### src/rtl/dss_pkg.sv
// Shared types for the deterministic stream generator.
// Assumes: nothing beyond IEEE 1800-2017.
package dss_pkg;
    // Selects which stream kind a lane generator builds.
    typedef enum logic {
        KIND_HEAD = 1'b0,
        KIND_UNIF = 1'b1
    } dss_kind_e;
endpackage

### src/rtl/dss_slot_counter.sv
// Free-running K-bit slot counter with rising-edge detection on its bits.
// Counter value c stands for slot c+1. rise_o has bit j set when bit j of the
// counter will rise on the next increment. This bit is the first zero of c
// counted from the LSB. In the last slot (c all ones) no bit rises.
// Assumes: start_i is synchronous. The outputs may fan out to many lanes.
module dss_slot_counter #(
    parameter int K = 4
) (
    input  logic         clk,
    input  logic         rst_n,
    input  logic         start_i,
    output logic [K-1:0] cnt_o,
    output logic [K-1:0] rise_o,
    output logic         last_o
);
    localparam logic [K-1:0] CNT_ONE = {{(K-1){1'b0}}, 1'b1};

    logic [K-1:0] cnt_q;
    logic [K-1:0] cnt_inc;

    // Slot counter: cleared by reset or start, otherwise counts and wraps.
    always_ff @(posedge clk) begin
        if (!rst_n || start_i) cnt_q <= '0;
        else                   cnt_q <= cnt_inc;
    end

    // Edge detect: bits that go from 0 to 1 on the next increment.
    always_comb begin
        cnt_inc = cnt_q + CNT_ONE;
        rise_o  = cnt_inc & ~cnt_q;
    end

    assign cnt_o  = cnt_q;
    assign last_o = &cnt_q;

    p_start_align_r2: assert property (@(posedge clk) disable iff (!rst_n)
        start_i |=> (cnt_q == '0));

    p_advance_r3: assert property (@(posedge clk) disable iff (!rst_n)
        !start_i |=> (cnt_q == $past(cnt_q) + CNT_ONE));

    // one slot owner per slot, none in the last slot.
    p_rise_owner_r6: assert property (@(posedge clk) disable iff (!rst_n)
        $onehot0(rise_o) && ((rise_o == '0) == last_o));
endmodule

### src/rtl/dss_lane_gen.sv
// One stream generator. KIND picks the variant:
//   KIND_HEAD: the output is 1 while slot number <= val_i (ones packed at the head).
//   KIND_UNIF: input bit i owns the slots in which counter bit K-1-i rises.
//              Each slot has at most one owner, so an OR of gated bits gives the stream.
// Assumes: val_i is held for a whole frame. cnt_i and rise_i come from dss_slot_counter.
module dss_lane_gen #(
    parameter int                 K    = 4,
    parameter dss_pkg::dss_kind_e KIND = dss_pkg::KIND_HEAD
) (
    input  logic         clk,
    input  logic         rst_n,
    input  logic [K-1:0] cnt_i,
    input  logic [K-1:0] rise_i,
    input  logic [K-1:0] val_i,
    output logic         bit_o
);
    generate
        if (KIND == dss_pkg::KIND_HEAD) begin : g_head
            // Head-packed: slot cnt_i+1 <= N is the same as cnt_i < N.
            always_comb bit_o = (cnt_i < val_i);

            p_head_zero_r4: assert property (@(posedge clk) disable iff (!rst_n)
                (val_i == '0) |-> !bit_o);
            p_head_first_r4: assert property (@(posedge clk) disable iff (!rst_n)
                (cnt_i == '0 && val_i != '0) |-> bit_o);
            p_head_packed_r4: assert property (@(posedge clk) disable iff (!rst_n)
                (bit_o && cnt_i != '0 && $stable(val_i)) |-> $past(bit_o));
        end else begin : g_unif
            logic [K-1:0] owner;
            // Bit-reverse the rise vector: the MSB input owns the LSB rises.
            for (genvar i = 0; i < K; i++) begin : g_own
                assign owner[i] = rise_i[K-1-i];
            end
            // Gate each owned slot by its input bit and merge.
            always_comb bit_o = |(owner & val_i);

            p_unif_last_zero_r6: assert property (@(posedge clk) disable iff (!rst_n)
                (&cnt_i) |-> !bit_o);
            p_unif_full_r5: assert property (@(posedge clk) disable iff (!rst_n)
                ((&val_i) && !(&cnt_i)) |-> bit_o);
            p_unif_single_r6: assert property (@(posedge clk) disable iff (!rst_n)
                $onehot0(owner & val_i));
        end
    endgenerate
endmodule

### src/rtl/dss_stream_top.sv
// Top: one shared slot counter driving LANES pairs of head-packed and
// spread stream generators.
// Assumes: the value buses are held for a frame. Pulse start to realign.
module dss_stream_top #(
    parameter int K     = 4,
    parameter int LANES = 2
) (
    input  logic               clk,
    input  logic               rst_n,
    input  logic               start,
    input  logic [LANES*K-1:0] head_val,
    input  logic [LANES*K-1:0] unif_val,
    output logic [LANES-1:0]   head_bits,
    output logic [LANES-1:0]   unif_bits,
    output logic               last_slot
);
    logic [K-1:0] cnt;
    logic [K-1:0] rise;

    dss_slot_counter #(.K(K)) u_cnt (
        .clk    (clk),
        .rst_n  (rst_n),
        .start_i(start),
        .cnt_o  (cnt),
        .rise_o (rise),
        .last_o (last_slot)
    );

    // Per-lane generator pair (R8: lanes share only the counter).
    for (genvar j = 0; j < LANES; j++) begin : g_lane
        dss_lane_gen #(.K(K), .KIND(dss_pkg::KIND_HEAD)) u_head (
            .clk   (clk),
            .rst_n (rst_n),
            .cnt_i (cnt),
            .rise_i(rise),
            .val_i (head_val[j*K +: K]),
            .bit_o (head_bits[j])
        );
        dss_lane_gen #(.K(K), .KIND(dss_pkg::KIND_UNIF)) u_unif (
            .clk   (clk),
            .rst_n (rst_n),
            .cnt_i (cnt),
            .rise_i(rise),
            .val_i (unif_val[j*K +: K]),
            .bit_o (unif_bits[j])
        );
    end

    p_reset_slot1_r1: assert property (@(posedge clk)
        !rst_n |=> !last_slot);
endmodule

### config.mk
export PLATFORM = sky130hd
export DESIGN_NAME = dss_stream_top
export DESIGN_NICKNAME = d
export VERILOG_FILES = /design/src/rtl/dss_pkg.sv /design/src/rtl/dss_slot_counter.sv /design/src/rtl/dss_lane_gen.sv /design/src/rtl/dss_stream_top.sv
export SDC_FILE = /design/constraint.sdc
export NUM_CORES = 1
export LEC_CHECK = 0
export BUFFER_PORTS_ARGS = -buffer_cell sky130_fd_sc_hd__buf_2
export CORE_AREA = 10 10 47 49
export CTS_BUF_LIST = sky130_fd_sc_hd__clkbuf_16
export DETAILED_ROUTE_END_ITERATION = 10
export DIE_AREA = 0 0 57 59
export HOLD_SLACK_MARGIN = 0.03
export SKIP_CTS_REPAIR_TIMING = 1
export SLEW_MARGIN = 15
export SYNTH_ARGS = -nofsm -noshare
export SYNTH_HDL_FRONTEND = slang
export SYNTH_SLANG_ARGS = --single-unit
### constraint.sdc
create_clock -name clk -period 3.1 [get_ports clk]
set_input_delay 0.775 -clock clk [delete_from_list [all_inputs] [get_ports clk]]
set_output_delay 0.775 -clock clk [all_outputs]
set_load 0.01 [all_outputs]
==> summary.txt <==
Status
  • Status: completed

Timing
  • # setup viols final: 0
  • Fin Clk Skew: 0.00114 ns
  • RSZ-0062 raised after global routing: no
  • Crit path time final: 2.50 ns
  • Final hold slack: 0.513 ns
  • Final Slew Violations: 0
  • Slew @ Worst Pin: 0.242 ns
  • Hold Fails Final Rpt: 0
  • Max Fclk: 400 MHz
  • Slew HR: 83.8%
  • Setup TNS Final: 0 ns
  • Fin crit share: 80.6%

Yosys
  • Post-synthesis cell count: 52
  • Largest cells by area after synthesis: ha_1 30%, dfxtp_1 19%, inv_1 9.8%
  • Yosys reg bits: 4
  • Avg Cell Area, Syn: 8.11 um^2
  • Cell variety after synth: 14
  • Register area share after synthesis: 19.0%
  • Yosys warnings: 0
  • Synth top area share: 29.7%
  • Mapped cell area: 422 um^2
  • Yosys top cell by area: ha_1
  • Post-synthesis net count: 81

Critical path
  • CP max FO: 1
  • Crit. End Element: primary output
  • Worst reg2reg path depth: 3
  • Worst Path Arrival: 1.72 ns
  • Worst endpoint required time: 2.32 ns
  • CP Class: input port to primary output
  • Worst setup SP type: input port

Routing
  • DR iter-0 viols: 2
  • WL final: 976 um
  • Drt wl/cell: 10.8 um
  • Vias per cell: 4.49
  • First-pass DRT Iterations: 2
  • Via count: 404
  • Remaining antenna violation count after routing: 0
  • Drt drc: 0

Layout
  • Final Non-Filler Cells: 90
  • Leading cell type in the layout, fill and taps excluded: buf_2
  • Max reg flops: 4
  • Area Overhead vs Synth: 42.7%
  • # nets final: 105
  • Commonest cells after routing, fill and taps aside: 23 x buf_2, 11 x inv_1, 10 x ha_1
  • Final design utilization: 42.9%
  • Layout cells sized above 1: 39.2%
  • ANT cells: 0

Die
  • Chip Width: 57 um
  • Die ar.: 3360 um^2
  • # IOs: 24
  • Initial Util: 30.1%
  • Die Y: 59 um
  • Site row count: 14
  • Core region area: 1400 um^2

Power
  • Pwr Density: 479 nW/um^2
  • Leakage: 0.000342 uW
  • Maximum vdd drop: 0.000328 V

Clock tree
  • CTS tree: done
  • Clk_lat worst skew: 0.22 ns
  • Clk sinks: 4
  • H-tree levels: 1
  • Total CTS buffers: 3
  • CTS max path bufs: 2
  • Root buffer cell: clkbuf_16
  • Clock-pin slew of the registers on the worst-case setup and hold paths: 0.03 ns

Hold path
  • Hold Crit Depth: 1
  • Hold Path Class: flip-flop to flip-flop

Place
  • Hpwl dp: 868 um
  • Routability Congestion: 0.653
  • Input/output buffers: 23
  • Placed Cells: 87

Global route
  • Global-route wire length before repair: 1.83 mm
  • Vias in the first global route: 446
  • GRT Resource Usage Total: 6.51%
  • Initial antenna violation count: 0
  • Largest net degree at the start of global routing: 9
  • Total congestion overflow: 0

Flow run
  • Max-Cap Viols: 0
-- path summary, 6_finish.rpt --
path,from,to,slack [ns]
hold reg to reg,u_cnt.cnt_o[0]$_SDFF_PP0_,u_cnt.cnt_o[0]$_SDFF_PP0_,0.51
setup / recovery,head_val[5],head_bits[1],0.60
setup reg to reg,u_cnt.cnt_o[0]$_SDFF_PP0_,u_cnt.cnt_o[3]$_SDFF_PP0_,2.07
hold / removal,u_cnt.cnt_o[0]$_SDFF_PP0_,u_cnt.cnt_o[0]$_SDFF_PP0_,0.51
-- critical path, cell delays in order --
cell and delay, ns:
buf_2 0.07, inv_1 0.03, ha_1 0.29, a2111oi_2 0.28, or3_1 0.15, buf_2 0.12
-- area by class of cell --
cell class / count / area (um^2)
fill: 158 / 800
multi-input combinational: 33 / 270
timing repair buffer: 23 / 115
sequential: 4 / 80.1
clock buffer: 3 / 75.1
inverter: 11 / 41.3
tap: 16 / 20.0
-- where the power goes --
part           switching [uW]  total, uW  internal [uW]
Clock                    33.0        197            164
Combinational            14.3       35.3           21.0
Sequential               2.17       55.3           53.2
-- cell usage after synthesis --
master      n
nor2_1      6
o21ai_0     2
nor3_1      2
ha_1       10
a2111oi_2   2
a221o_1     2
nand2b_1    3
dfxtp_1     4
and3_2      1
nand2_1     2
inv_1      11
or3_1       2
and3_1      1
buf_4       4
-- per-layer routing --
| metal | up-vias | track usage, % | wire length (um) |
|---|---|---|---|
| met5 | - | 0 | 0 |
| met4 | 0 | 2.01 | 0 |
| met3 | 0 | 3.43 | 72 |
| met2 | 14 | 10.9 | 477 |
| met1 | 176 | 6.95 | 427 |
| li1 | 214 | - | - |
-- per-stage QoR --
stage                     setup slack, ns  instance area (um^2)  power (uW)
after detailed placement            0.585                   527        92.3
after CTS                           0.584                   602         293
after global placement              0.595                   527        91.4
after floorplan                     0.702                   422        79.6
final                               0.602                   602         288
after global routing                0.482                   602         301
-- cell families after synthesis --
logic type | after synthesis | share of synthesized area [%]
and+or+nand+nor | 17 | 20.2
DFF | 4 | 19.0
adders and majority gates | 10 | 29.7
AOI/OAI and AO/OA | 6 | 14.2
buffers and inverters | 15 | 16.9
Note: power is estimated with default switching activity, not from simulation.
